==> config.mk <==
export PLATFORM = sky130hd
export DESIGN_NAME = mmt_top
export DESIGN_NICKNAME = d
export VERILOG_FILES = /design/src/rtl/mmt_pkg.sv /design/src/rtl/mmt_sync.sv /design/src/rtl/mmt_prescale.sv /design/src/rtl/mmt_core.sv /design/src/rtl/mmt_top.sv
export SDC_FILE = /design/constraint.sdc
export NUM_CORES = 1
export LEC_CHECK = 0
export ABC_CLOCK_PERIOD_IN_PS = 1600
export BUFFER_PORTS_ARGS = -buffer_cell sky130_fd_sc_hd__buf_4
export CAP_MARGIN = 20
export CORE_MARGIN = 2
export CORE_UTILIZATION = 35
export DETAILED_ROUTE_END_ITERATION = 7
export GPL_ROUTABILITY_DRIVEN = 0
export HOLD_SLACK_MARGIN = 0.03
export SETUP_SLACK_MARGIN = 0.05
export SYNTH_ARGS = -nofsm -noshare
export SYNTH_HDL_FRONTEND = slang
export SYNTH_SLANG_ARGS = --single-unit
==> constraint.sdc <==
create_clock -name clk_i -period 1.6 [get_ports clk_i]
set_clock_uncertainty 0.15 [all_clocks]
set_input_delay 0.16 -clock clk_i [delete_from_list [all_inputs] [get_ports clk_i]]
set_output_delay 0.16 -clock clk_i [all_outputs]
set_load 0.02 [all_outputs]
==> src/rtl/mmt_pkg.sv <==
package mmt_pkg;
  typedef enum logic [1:0] {
    MD_CAPTURE = 2'd0,
    MD_RELOAD  = 2'd1,
    MD_UPDOWN  = 2'd2,
    MD_AUTO    = 2'd3
  } mmt_mode_e;
endpackage

==> src/rtl/mmt_sync.sv <==
module mmt_sync #(
  parameter int STAGES = 2
) (
  input  logic clk_i,
  input  logic rst_ni,
  input  logic d_i,
  output logic q_o
);
  logic [STAGES-1:0] sh_q;
  logic [STAGES-1:0] sh_d;

  always_comb begin
    sh_d = {sh_q[STAGES-2:0], d_i};
  end

  always_ff @(posedge clk_i or negedge rst_ni) begin
    if (!rst_ni) sh_q <= '0;
    else         sh_q <= sh_d;
  end

  assign q_o = sh_q[STAGES-1];
endmodule

==> src/rtl/mmt_prescale.sv <==
module mmt_prescale #(
  parameter int SLOW_DIV = 12,
  parameter int FAST_DIV = 2
) (
  input  logic clk_i,
  input  logic rst_ni,
  input  logic run_i,
  input  logic tick_i,
  input  logic fast_i,
  output logic step_o
);
  localparam int PW = $clog2(SLOW_DIV);
  localparam logic [PW-1:0] SLOW_LIM = PW'(SLOW_DIV - 1);
  localparam logic [PW-1:0] FAST_LIM = PW'(FAST_DIV - 1);

  logic [PW-1:0] div_q;
  logic [PW-1:0] div_d;
  logic [PW-1:0] lim;
  logic          at_lim;

  always_comb begin
    lim    = fast_i ? FAST_LIM : SLOW_LIM;
    at_lim = (div_q >= lim);
    div_d  = div_q;
    if (!run_i)      div_d = '0;
    else if (tick_i) div_d = at_lim ? '0 : div_q + 1'b1;
  end

  always_ff @(posedge clk_i or negedge rst_ni) begin
    if (!rst_ni) div_q <= '0;
    else         div_q <= div_d;
  end

  assign step_o = run_i & tick_i & at_lim;
endmodule

==> src/rtl/mmt_core.sv <==
module mmt_core
  import mmt_pkg::*;
#(
  parameter int W = 16
) (
  input  mmt_mode_e      mode_i,
  input  logic           step_i,
  input  logic           up_i,
  input  logic           ext_trig_i,
  input  logic           cnt_wr_i,
  input  logic           rld_wr_i,
  input  logic [W-1:0]   wr_data_i,
  input  logic [W-1:0]   cnt_i,
  input  logic [W-1:0]   rld_i,
  output logic [W-1:0]   cnt_o,
  output logic [W-1:0]   rld_o,
  output logic           wrap_o,
  output logic           ext_set_o,
  output logic           ext_tgl_o
);
  localparam logic [W-1:0] ALL_ONES = '1;

  logic at_top;
  logic at_rld;

  always_comb begin
    at_top    = (cnt_i == ALL_ONES);
    at_rld    = (cnt_i == rld_i);
    cnt_o     = cnt_i;
    rld_o     = rld_i;
    wrap_o    = 1'b0;
    ext_set_o = 1'b0;
    ext_tgl_o = 1'b0;
    unique case (mode_i)
      MD_CAPTURE: begin
        if (step_i) begin
          cnt_o  = cnt_i + 1'b1;
          wrap_o = at_top;
        end
        if (ext_trig_i) begin
          rld_o     = cnt_i;
          ext_set_o = 1'b1;
        end
      end
      MD_RELOAD: begin
        if (step_i) begin
          cnt_o  = at_top ? rld_i : cnt_i + 1'b1;
          wrap_o = at_top;
        end
        if (ext_trig_i) begin
          cnt_o     = rld_i;
          ext_set_o = 1'b1;
        end
      end
      MD_UPDOWN: begin
        if (step_i) begin
          if (up_i) begin
            cnt_o  = at_top ? rld_i : cnt_i + 1'b1;
            wrap_o = at_top;
          end else begin
            cnt_o  = at_rld ? ALL_ONES : cnt_i - 1'b1;
            wrap_o = at_rld;
          end
          ext_tgl_o = wrap_o;
        end
      end
      default: begin
        if (step_i) begin
          cnt_o  = at_top ? rld_i : cnt_i + 1'b1;
          wrap_o = at_top;
        end
        ext_set_o = ext_trig_i;
      end
    endcase
    if (cnt_wr_i) cnt_o = wr_data_i;
    if (rld_wr_i) rld_o = wr_data_i;
  end
endmodule

==> src/rtl/mmt_top.sv <==
module mmt_top
  import mmt_pkg::*;
#(
  parameter int W        = 16,
  parameter int SLOW_DIV = 12,
  parameter int FAST_DIV = 2,
  parameter int STAGES   = 2
) (
  input  logic         clk_i,
  input  logic         rst_ni,
  input  logic         tick_i,
  input  logic         cnt_pin_i,
  input  logic         ext_pin_i,
  input  logic         run_i,
  input  logic         ctsel_i,
  input  logic         exten_i,
  input  logic         capsel_i,
  input  logic         updown_i,
  input  logic         clkout_en_i,
  input  logic         rxbaud_i,
  input  logic         txbaud_i,
  input  logic         cnt_wr_i,
  input  logic         rld_wr_i,
  input  logic [W-1:0] wr_data_i,
  input  logic         ovf_clr_i,
  input  logic         ext_clr_i,
  output logic [W-1:0] count_o,
  output logic [W-1:0] rld_o,
  output logic         ovf_flag_o,
  output logic         ext_flag_o,
  output logic         irq_o,
  output logic         baud_pulse_o,
  output logic         clkout_o
);
  localparam int NPIN    = 2;
  localparam int PIN_CNT = 0;
  localparam int PIN_EXT = 1;

  logic [1:0] rst_pipe_q;
  logic       rst_n;

  always_ff @(posedge clk_i or negedge rst_ni) begin
    if (!rst_ni) rst_pipe_q <= 2'b00;
    else         rst_pipe_q <= {rst_pipe_q[0], 1'b1};
  end
  assign rst_n = rst_pipe_q[1];

  logic [NPIN-1:0] pin_raw;
  logic [NPIN-1:0] pin_lvl;
  logic [NPIN-1:0] pin_prev_q;
  logic [NPIN-1:0] pin_fall;

  assign pin_raw = {ext_pin_i, cnt_pin_i};

  for (genvar g = 0; g < NPIN; g++) begin : g_pin
    mmt_sync #(.STAGES(STAGES)) u_sync (
      .clk_i  (clk_i),
      .rst_ni (rst_n),
      .d_i    (pin_raw[g]),
      .q_o    (pin_lvl[g])
    );
    assign pin_fall[g] = pin_prev_q[g] & ~pin_lvl[g];
  end

  always_ff @(posedge clk_i or negedge rst_n) begin
    if (!rst_n) pin_prev_q <= '0;
    else        pin_prev_q <= pin_lvl;
  end

  logic      baud_sel;
  logic      forced;
  logic      fast;
  mmt_mode_e mode;

  always_comb begin
    baud_sel = rxbaud_i | txbaud_i;
    forced   = baud_sel | clkout_en_i;
    fast     = baud_sel | (clkout_en_i & ~ctsel_i);
    if (forced)        mode = MD_AUTO;
    else if (capsel_i) mode = MD_CAPTURE;
    else if (updown_i) mode = MD_UPDOWN;
    else               mode = MD_RELOAD;
  end

  logic presc_step;
  logic step;
  logic ext_trig;

  mmt_prescale #(.SLOW_DIV(SLOW_DIV), .FAST_DIV(FAST_DIV)) u_presc (
    .clk_i  (clk_i),
    .rst_ni (rst_n),
    .run_i  (run_i),
    .tick_i (tick_i),
    .fast_i (fast),
    .step_o (presc_step)
  );

  assign step     = run_i & (ctsel_i ? pin_fall[PIN_CNT] : presc_step);
  assign ext_trig = run_i & exten_i & pin_fall[PIN_EXT];

  logic [W-1:0] cnt_q, cnt_d;
  logic [W-1:0] rld_q, rld_d;
  logic         wrap, ext_set, ext_tgl;

  mmt_core #(.W(W)) u_core (
    .mode_i     (mode),
    .step_i     (step),
    .up_i       (pin_lvl[PIN_EXT]),
    .ext_trig_i (ext_trig),
    .cnt_wr_i   (cnt_wr_i),
    .rld_wr_i   (rld_wr_i),
    .wr_data_i  (wr_data_i),
    .cnt_i      (cnt_q),
    .rld_i      (rld_q),
    .cnt_o      (cnt_d),
    .rld_o      (rld_d),
    .wrap_o     (wrap),
    .ext_set_o  (ext_set),
    .ext_tgl_o  (ext_tgl)
  );

  logic ovf_q, ovf_d;
  logic ext_q, ext_d;
  logic baud_q, baud_d;
  logic clko_q, clko_d;

  always_comb begin
    ovf_d = ovf_q;
    if (wrap & ~baud_sel) ovf_d = 1'b1;
    else if (ovf_clr_i)   ovf_d = 1'b0;
    ext_d = ext_q;
    if (ext_set)        ext_d = 1'b1;
    else if (ext_tgl)   ext_d = ~ext_q;
    else if (ext_clr_i) ext_d = 1'b0;
    baud_d = wrap & baud_sel;
    clko_d = (wrap & clkout_en_i) ? ~clko_q : clko_q;
  end

  always_ff @(posedge clk_i or negedge rst_n) begin
    if (!rst_n) begin
      cnt_q  <= '0;
      rld_q  <= '0;
      ovf_q  <= 1'b0;
      ext_q  <= 1'b0;
      baud_q <= 1'b0;
      clko_q <= 1'b0;
    end else begin
      cnt_q  <= cnt_d;
      rld_q  <= rld_d;
      ovf_q  <= ovf_d;
      ext_q  <= ext_d;
      baud_q <= baud_d;
      clko_q <= clko_d;
    end
  end

  assign count_o      = cnt_q;
  assign rld_o        = rld_q;
  assign ovf_flag_o   = ovf_q;
  assign ext_flag_o   = ext_q;
  assign irq_o        = ovf_q | (ext_q & (mode != MD_UPDOWN));
  assign baud_pulse_o = baud_q;
  assign clkout_o     = clko_q;
endmodule

==> summary.txt, run 1 <==
Logic synthesis
  – Sequential element share of the synthesized area: ~28%
  – Commonest cells post-synth: nand2_1, o21ai_0, dfrtp_1
  – Average size of a mapped cell: 7.65 um^2
  – Netlist Area Pre-Place: ~4400 um^2
  – Synth Flop Type: dfrtp_1
  – Yosys warns: 0
  – Async set or reset register ratio after synthesis: between 90% and 100%
  – Synth area leader: dfrtp_1
  – Yosys cell types: 68
  – Synthesized instance count: 570
  – Top-count cell post-synth: nand2_1
  – Synth Register Bits: 48
  – Synth area leaders: dfrtp_1, o21ai_0, xor2_1
  – Net Count, Synth: between 600 and 700
  – Top cell type's share of synthesized area: about 28%
  – EDFF count, synth: 0

Floorplan
  – Placeable Area: around 12000 um^2
  – Die H: 116 um
  – Num ports: 70
  – Die width: about 120 um
  – # rows: 40
  – Initial Util: 36.1%
  – Die area: approximately 13000 um^2

Clock tree
  – CTS max path bufs: 2
  – Num Clock Sinks: 48
  – Clk_lat worst skew: 310 ps
  – Clock H-tree levels: 2
  – Clk Tree Root Cell: clkbuf_16
  – CTS tree: yes
  – CTS buffer count: 5
  – Clock-pin transition on the worst setup and hold timing paths: approximately 80 ps

Finish
  – Area Growth Syn to Fin: 81.5%
  – Nets: approximately 880
  – Layout fillers: 980
  – Share of layout cells above drive strength 1: between 50% and 60%
  – Diodes inserted: 0
  – Register area: approximately 1200 um^2
  – Fin cells: between 1000 and 1500
  – Area of the multi-input gates: 3580 um^2

Place
  – Dpl cells: between 900 and 1000
  – Port bufs: 69
  – Post-DP HPWL: about 14 mm

Route
  – Pre-antenna DRT Iters: 6
  – Drt wl/cell: between 20 and 25 um
  – Via count: just over 6000
  – Avg Vias per Cell: between 6 and 7
  – Detailed Route WL: between 20 and 25 mm
  – DRC: 0
  – Routed Antenna Nets: 0
  – DRT iter0 DRCs: 737

Hold path
  – Hold_sp: ext_clr_i
  – Min-delay worst type: input port to flop

Worst setup path
  – Critical Path AT: approximately 2700 ps
  – Startpoint types: flop
  – Critical path's slowest cell: or4_4
  – Worst path buffer plus inverter count: 0
  – Crit path largest cell delay: ~540 ps
  – Critical path cell sequence: or4_4, or4_4, nand4b_1, xor2_1, nand2_1, and3_1, o32a_1
  – Required @ worst endpoint: 1650 ps
  – CP delay by family, top: simple AND/OR/NAND/NOR gates
  – RR Startpoint: count_o[6]
  – Endpoint class of the critical path: flop
  – CP Max Fanout: 3
  – Crit path kind: flop to flop
  – Critical path's most frequent cell: or4_4
  – Crit path from: count_o[6]

Outcome
  – Failing checks: setup timing
  – Status: complete, but fails checks

Power and ir drop
  – VDD IR-drop max: 452 uV
  – Pwr Density: 674 nW/um^2
  – Total Power: 5.33 mW
  – Leak pwr: roughly 3.6 nW

Global route
  – Pin count of the biggest net entering global routing: 26
  – Gr usage total: slightly above 30%
  – Via count of the first global-routing pass: between 5000 and 6000
  – First-pass GRT wire length: between 30 and 40 mm
  – Initial antenna violation count: 1
  – Grt ovf: 0

STA
  – FMAX: approximately 370 MHz
  – Endpoints failing setup: 40
  – Max Slew Vio Count: 0
  – Fin. Hold Viols: 0
  – Final worst slack: -1080 ps
  – Final hold slack: approximately 84 ps
  – Final Cycle Share: 167%
  – Min cycle time layout: 2680 ps
  – RSZ-0062 raised after global routing: true

Run
  – MaxCap Viol Count: 0
through the flow:
stage | setup WS, ps | setup TNS, ps | instance area [um^2] | util (%)
final | -1080 | -20500 | 7910 | 65.6
after global routing | -1160 | -23330 | 7910 | 65.6
after CTS | -1020 | -19210 | 7590 | 63.0
after detailed placement | -1060 | -22510 | 6560 | 54.4
after global placement | -983 | -21120 | 6560 | 54.4
after floorplan | -1120 | -15390 | 4750 | -
final timing paths:
kind                                 end  slack, ps  cells past startpoint
min reg2reg                   count_o[0]        120                      1
max                          count_o[15]      -1080                      7
max in group asynchronous  rst_pipe_q[1]        620                      3
min in group asynchronous     count_o[0]        120                      1
min                           ext_flag_o         80                      4
max reg2reg                  count_o[15]      -1080                      7
flip-flops by register name (all words and copies together) (netlist names):
register and count:
baud_pulse_o 1, clkout_o 1, count_o 16, ext_flag_o 1, g_pin.u_sync.sh_q 4, ovf_flag_o 1
pin_prev_q 2, rld_o 16, rst_pipe_q 2, u_presc.div_q 4
logic make-up after synthesis:
logic type | Yosys count | share of synthesized area [%]
multiplexers | 24 | 5.57
other | 1 | 0.0860
AO/OA/AOI/OAI | 185 | 27.8
flip-flops | 48 | 27.6
AND/OR/NAND/NOR | 203 | 23.7
adder cells (fa/ha/maj) | 5 | 1.44
buffers and inverters | 63 | 5.71
XOR/XNOR | 41 | 8.24
timing repair:
item / 4_1_cts / 5_1_grt
buffers inserted: 26 / 13
pin swaps: 46 / 34
endpoints found under the hold margin: 34 / 0
hold buffers: 23 / 0
gates cloned: 5 / 0
setup endpoints to repair: 41 / 42
gates resized for setup: 99 / 76
cell type report:
type | count | area share (%)
sequential | 48 | 15.5
inverter | 13 | 0.617
tap | 168 | 2.66
multi-input combinational | 459 | 45.3
clock inverter | 3 | 0.601
timing repair buffer | 314 | 33.8
clock buffer | 5 | 1.58
layout by cell type, fill, tap and decap left out, drive strengths merged, types with 5 or more instances in the layout:
cell type	synthesis	layout
a211oi	7	7
a21oi	38	38
a221o	6	6
a221oi	10	10
a31oi	9	9
and2	5	5
and3	12	12
buf	13	290
clkbuf	37	6
dfrtp	48	48
dlygate4sd3	0	23
ha	5	5
inv	13	13
mux2i	22	22
nand2	61	61
nand3	26	26
nand4	13	13
nor2	39	39
nor3	10	10
nor4	11	11
o211ai	5	5
o21ai	56	56
o22ai	6	6
o31ai	7	7
or4	7	7
xnor2	12	12
xor2	29	29
where the power goes:
group | total [mW] | switching (mW) | internal, mW
Sequential | 1.47 | 0.135 | 1.34
Clock | 1.32 | 0.571 | 0.746
Combinational | 2.54 | 1.35 | 1.19
tightest hold or removal path: cells and delay by family:
kind            cells  cell delay, ps
simple gates        1              80
buf+inv             1              70
mux                 1             140
compound gates      1              50
routing by layer:
metal	part of all wire [%]	vias up	global-route usage, %
li1	-	2666	-
met1	39	2851	38.4
met2	46	435	50.1
met3	10	121	7.37
met4	5.1	2	16.1
met5	0.070	-	0
Power figures use the tool's default switching activity.
==> inputs of run 2 (changes only) <==
--- a/config.mk
+++ b/config.mk
@@ -14,6 +14,7 @@
 export GPL_ROUTABILITY_DRIVEN = 0
 export HOLD_SLACK_MARGIN = 0.03
 export SETUP_SLACK_MARGIN = 0.05
+export SKIP_LAST_GASP = 1
 export SYNTH_ARGS = -nofsm -noshare
 export SYNTH_HDL_FRONTEND = slang
 export SYNTH_SLANG_ARGS = --single-unit
==> run 2 against run 1 <==
  * The run still ends with setup timing left
  * Global-route usage fell by 0.066 points
  * Via count barely moved
  * Maximum frequency fell by 1.6%
  * Register-to-register slack got worse by 40 ps
  * First-iteration DRC count rose by 9.1%
  * Critical path depth did not move
  * Core utilization rose by 0.78 points
  * Sequential power barely moved
  * Routed wire length rose by 0.52%
  * Sequential cell count did not move
  * Combinational power rose by 3%
  * Design area rose by 1.2%
  * Largest cell class unchanged
==> summary.txt, run 2 (synthesis gave the netlist of run 1 again) <==
Floorplan
  – Num ports: 70
  – Placeable Area: between 10000 and 15000 um^2
  – Die width: about 120 um
  – Die H: 116 um
  – # rows: 40
  – Initial Util: a little over a third
  – Die area: around 13000 um^2

Worst setup path
  – CP Max Fanout: 3
  – Crit path from: count_o[8]
  – Critical Path AT: roughly 2800 ps
  – Required @ worst endpoint: approximately 1700 ps
  – Critical path's most frequent cell: or4_4
  – Endpoint class of the critical path: flop
  – RR Startpoint: count_o[8]
  – Critical path cell sequence: or4_4, or4_4, nand4b_1, xor2_1, nand2_1, and3_1, o32a_1
  – Crit path capture: count_o[15]
  – Crit path kind: flop to flop
  – Startpoint types: flop
  – Worst Reg2Reg Path Length in Cells: 7
  – Crit path largest cell delay: 600 ps
  – Critical path's slowest cell: or4_4
  – R2R Path End: count_o[15]
  – Reg-to-reg setup timing slack: -1120 ps

STA
  – RSZ-0062 raised after global routing: true
  – Max Slew Vio Count: 0
  – Final worst slack: -1120 ps
  – Min cycle time layout: roughly 2700 ps
  – TNS Setup: -20940 ps
  – FMAX: 368 MHz
  – Fin. Hold Viols: 0
  – Endpoints failing setup: 40
  – Final Cycle Share: 170%

Route
  – Metal2 WL: 9.99 mm
  – Detailed Route WL: between 20 and 25 mm
  – DRC: 0
  – DRT iter0 DRCs: between 800 and 900
  – Drt wl/cell: roughly 21 um
  – Routed Antenna Nets: 0
  – Pre-antenna DRT Iters: 6
  – WL met3: roughly 2.1 mm
  – Max layer used: met4
  – Avg Vias per Cell: roughly 6
  – Via count: 6080
  – DRT met1 WL: a little over 8 mm

Global route
  – Via count of the first global-routing pass: between 5000 and 6000
  – Pin count of the biggest net entering global routing: 26
  – Initial antenna violation count: 0
  – Gr usage total: slightly above 30%
  – First-pass GRT wire length: between 30 and 40 mm
  – Grt ovf: 0

Clock tree
  – CTS buffer count: 5
  – CTS max path bufs: 2
  – Num Clock Sinks: 48
  – Clk Tree Root Cell: clkbuf_16
  – Clk_lat worst skew: about 310 ps
  – Clock-pin transition on the worst setup and hold timing paths: 80 ps
  – CTS tree: yes
  – Clock H-tree levels: 2

Place
  – Dpl cells: ~940
  – Port bufs: around 70
  – Pre-CTS WS: -1060 ps
  – Post-DP HPWL: around 14 mm

Power and ir drop
  – VDD IR-drop max: roughly 450 uV
  – Pwr Density: 678 nW/um^2
  – Leak pwr: roughly 3.6 nW

Finish
  – Nets: ~900
  – Fin cells: between 1000 and 1500
  – Share of layout cells above drive strength 1: 51.8%
  – Commonest non-fill, non-tap cells in the layout: buf_4, nand2_1, nor2_1, dfrtp_1, a21oi_1
  – Diodes inserted: 0
  – Area Growth Syn to Fin: 83.7%
  – Most common cell after layout, fill and taps aside: buf_4

Outcome
  – Failing checks: setup timing
  – Status: complete, but fails checks

Run
  – MaxCap Viol Count: 0

Hold path
  – Min-delay worst type: input port to flop
## run 2: cell type report
| type | count | area [um^2] |
|---|---|---|
| flip-flops and latches | 48 | 1220 |
| clock buffers | 5 | 125 |
| repair buffers | 316 | 2680 |
| multi-input cells | 459 | 3670 |
| inverters | 13 | 48.8 |
| clock inverters | 3 | 47.5 |
| well taps | 168 | 210 |
| fillers | 957 | 4060 |
## run 2: worst min-delay path by stage
stage,startpoint,endpoint,cells after the start,slack [ps]
finish,ext_clr_i,ext_flag_o,4,90
global route,ext_clr_i,ext_flag_o,4,110
CTS,ext_clr_i,ext_flag_o,4,80
detailed placement,rst_ni,rst_pipe_q[0],1,-200
global placement,rst_ni,rst_pipe_q[0],1,-210
floorplan,rst_ni,rst_pipe_q[0],0,-290
## run 2: metrics by stage
step           area [um^2]  utilization, %  power (mW)  hold slack [ps]
3_5_place_dp          6560            54.4        3.55             -205
4_1_cts               7580            62.8        5.12             84.2
3_3_place_gp          6560            54.4        3.51             -207
5_1_grt               8010            66.4        5.63              109
6_report              8010            66.4        5.43             86.1
2_1_floorplan         4750               -        2.58             -286
## run 2: what timing repair did
item,in CTS,in global routing
setup buffers,26,18
pin swaps,45,53
endpoints found under the hold margin,34,0
cloned,5,0
resized for setup,90,85
hold buffers,23,0
endpoints found under the setup margin,41,42
## run 2: worst max-delay path, delay by kind of cell, from the launching register on
kind | cells | cell delay, ps
compound gates | 1 | 280
flops | 1 | 420
xor+xnor | 1 | 190
simple gates | 5 | 1570
## run 2: per-layer routing
metal | vias to the layer above | GRT usage, %
met5 | - | 0
met4 | 0 | 16.4
met3 | 130 | 7.74
met2 | 432 | 50.1
met1 | 2853 | 37.9
li1 | 2665 | -
## run 2: report_power, final
group,internal (mW),total (mW),switching (mW)
clock network,0.746,1.32,0.575
registers,1.34,1.49,0.152
logic,1.23,2.61,1.38
==> inputs of run 3 (changes only) <==
--- a/config.mk
+++ b/config.mk
@@ -5,7 +5,7 @@
 export SDC_FILE = /design/constraint.sdc
 export NUM_CORES = 1
 export LEC_CHECK = 0
-export ABC_CLOCK_PERIOD_IN_PS = 1600
+export ABC_CLOCK_PERIOD_IN_PS = 2500
 export BUFFER_PORTS_ARGS = -buffer_cell sky130_fd_sc_hd__buf_4
 export CAP_MARGIN = 20
 export CORE_MARGIN = 2
==> constraint.sdc (replaced) <==
create_clock -name clk_i -period 2.5 [get_ports clk_i]
set_clock_uncertainty 0.15 [all_clocks]
set_input_delay 0.25 -clock clk_i [delete_from_list [all_inputs] [get_ports clk_i]]
set_output_delay 0.25 -clock clk_i [all_outputs]
set_load 0.02 [all_outputs]
==> run 3 against run 2 <==
  * The run ends with DRC, setup timing left
  * First-iteration DRC count decreased by 4.5%
  * Global-route usage decreased by 2.1 points
  * Die area is the same
  * Design area fell by 14%
  * Critical path type unchanged
==> summary.txt, run 3 (synthesis gave the netlist of run 1 again) <==
Route
  – DRT iter0 DRCs: between 700 and 800
  – Detailed Route WL: between 15 and 20 mm
  – Via count: about 5600
  – DRC: 16
  – Pre-antenna DRT Iters: 8
  – Routed Antenna Nets: 0
  – Avg Vias per Cell: about 6
  – Drt wl/cell: roughly 21 um

Place
  – Port bufs: 69
  – Pre-CTS WS: -151 ps
  – Post-DP HPWL: between 10 and 15 mm

Power and ir drop
  – Pwr Density: between 400 and 500 nW/um^2
  – Total Power: ~3.2 mW
  – Net Sw Frac: 38.4%
  – Sw power: 1.23 mW
  – VDD IR-drop max: approximately 260 uV
  – Leak pwr: 3.03 nW
  – P_int: 1.97 mW
  – Clock Power Share: a little over a quarter
  – Reg power frac: about 30%
  – Combinational Power Share: between 40% and 50%

STA
  – RSZ-0062 raised after global routing: true
  – Final hold slack: around 42 ps
  – Endpoints failing setup: 6
  – Final Cycle Share: 104%
  – FMAX: approximately 380 MHz
  – Worst slew pin tran: 580 ps
  – Max Slew Vio Count: 0
  – TNS Setup: -361 ps
  – Fin. Hold Viols: 0
  – Final worst slack: -106 ps
  – Max-slew headroom: 61.2%
  – Min cycle time layout: between 2000 and 3000 ps

Floorplan
  – # rows: 40
  – Die H: ~120 um
  – Placeable Area: 12100 um^2
  – Die width: about 120 um
  – Num ports: 70
  – Die area: around 13000 um^2
  – Initial Util: 36.1%

Worst setup path
  – Required @ worst endpoint: around 2600 ps
  – Worst Reg2Reg Path Length in Cells: 8
  – Reg-to-reg setup timing slack: -110 ps
  – Crit path kind: flop to flop
  – CP Max Fanout: 3
  – Startpoint types: flop
  – Critical Path AT: 2690 ps
  – Endpoint class of the critical path: flop
  – R2R Path End: count_o[13]
  – RR Startpoint: count_o[6]

Finish
  – Area Growth Syn to Fin: 58.7%
  – Commonest non-fill, non-tap cells in the layout: buf_4, nand2_1, o21ai_0
  – Share of layout cells above drive strength 1: between 40% and 50%
  – Most common cell after layout, fill and taps aside: buf_4
  – Fin util: 57.4%
  – Nets: ~800
  – Diodes inserted: 0

Global route
  – Initial antenna violation count: 0
  – Gr usage total: around 29%
  – Grt ovf: 0
  – First-pass GRT wire length: 29.2 mm
  – Via count of the first global-routing pass: about 5400
  – Pin count of the biggest net entering global routing: 31

Clock tree
  – CTS max path bufs: 2
  – Clk_lat worst skew: 320 ps
  – CTS buffer count: 5
  – Clock-pin transition on the worst setup and hold timing paths: around 70 ps
  – Clock H-tree levels: 2
  – Clk Tree Root Cell: clkbuf_16
  – Num Clock Sinks: 48
  – CTS tree: yes

Hold path
  – Hold depth: 2
  – Min-delay worst type: input port to flop
  – Hold_sp: wr_data_i[1]
  – WHS Endpoint: count_o[1]

Outcome
  – Failing checks: DRC, setup timing
  – Status: complete, but fails checks

Run
  – MaxCap Viol Count: 0
==> run 3: what timing repair did <==
item	in CTS	in global routing
buffers inserted	10	21
hold buffers	8	0
setup endpoints to repair	16	17
gates cloned	2	2
endpoints found under the hold margin	9	0
pin swaps	16	32
resized for setup	26	65
==> run 3: stage by stage <==
step	std cells	cell area, um^2
final	930	6920
after global routing	930	6920
after CTS	907	6460
after detailed placement	879	5980
after global placement	879	5980
after floorplan	570	4530
==> run 3: worst max-delay path by stage <==
| stage | startpoint | endpoint | slack (ps) | cells past startpoint |
|---|---|---|---|---|
| 5_1_grt | count_o[6] | count_o[13] | -190 | 8 |
| 3_3_place_gp | rxbaud_i | count_o[8] | -90 | 12 |
| 3_5_place_dp | rxbaud_i | count_o[8] | -150 | 12 |
| 4_1_cts | count_o[6] | count_o[13] | -80 | 8 |
| 2_1_floorplan | count_o[7] | count_o[15] | -220 | 8 |
| 6_report | count_o[6] | count_o[13] | -110 | 8 |
==> run 3: per-layer routing <==
metal  wire [um]  vias up  part of all wire (%)  track usage [%]
met5           0        -                     0                0
met4        1030        0                   5.2             15.1
met3        2020      102                    10             7.79
met2        8910      403                    45             44.4
met1        7660     2639                    39             36.8
li1            -     2492                     -                -
==> run 3: area by class of cell <==
| cell class | instances | area (um^2) |
|---|---|---|
| Multi-Input combinational cell | 459 | 3390 |
| Inverter | 13 | 48.8 |
| Clock buffer | 5 | 125 |
| Clock inverter | 3 | 46.3 |
| Tap cell | 168 | 210 |
| Timing Repair Buffer | 234 | 1880 |
| Fill cell | 1089 | 5140 |
| Sequential cell | 48 | 1220 |
==> run 3: power by group through the flow <==
stage / logic (mW) / registers, mW / clock network [mW]
after floorplan: 0.558 / 1.04 / 0
after CTS: 1.26 / 0.947 / 0.860
after global placement: 1.17 / 0.958 / 0
after global routing: 1.48 / 0.964 / 0.902
final: 1.40 / 0.952 / 0.842
after detailed placement: 1.19 / 0.963 / 0
==> run 3: critical path, stage by stage (launching register included) <==
cell	delay, ps
dfrtp_2	400
or4_4	550
or4_4	430
buf_4	150
or3_1	300
a31o_2	210
o221ai_2	150
a21oi_2	50
o21ai_1	120
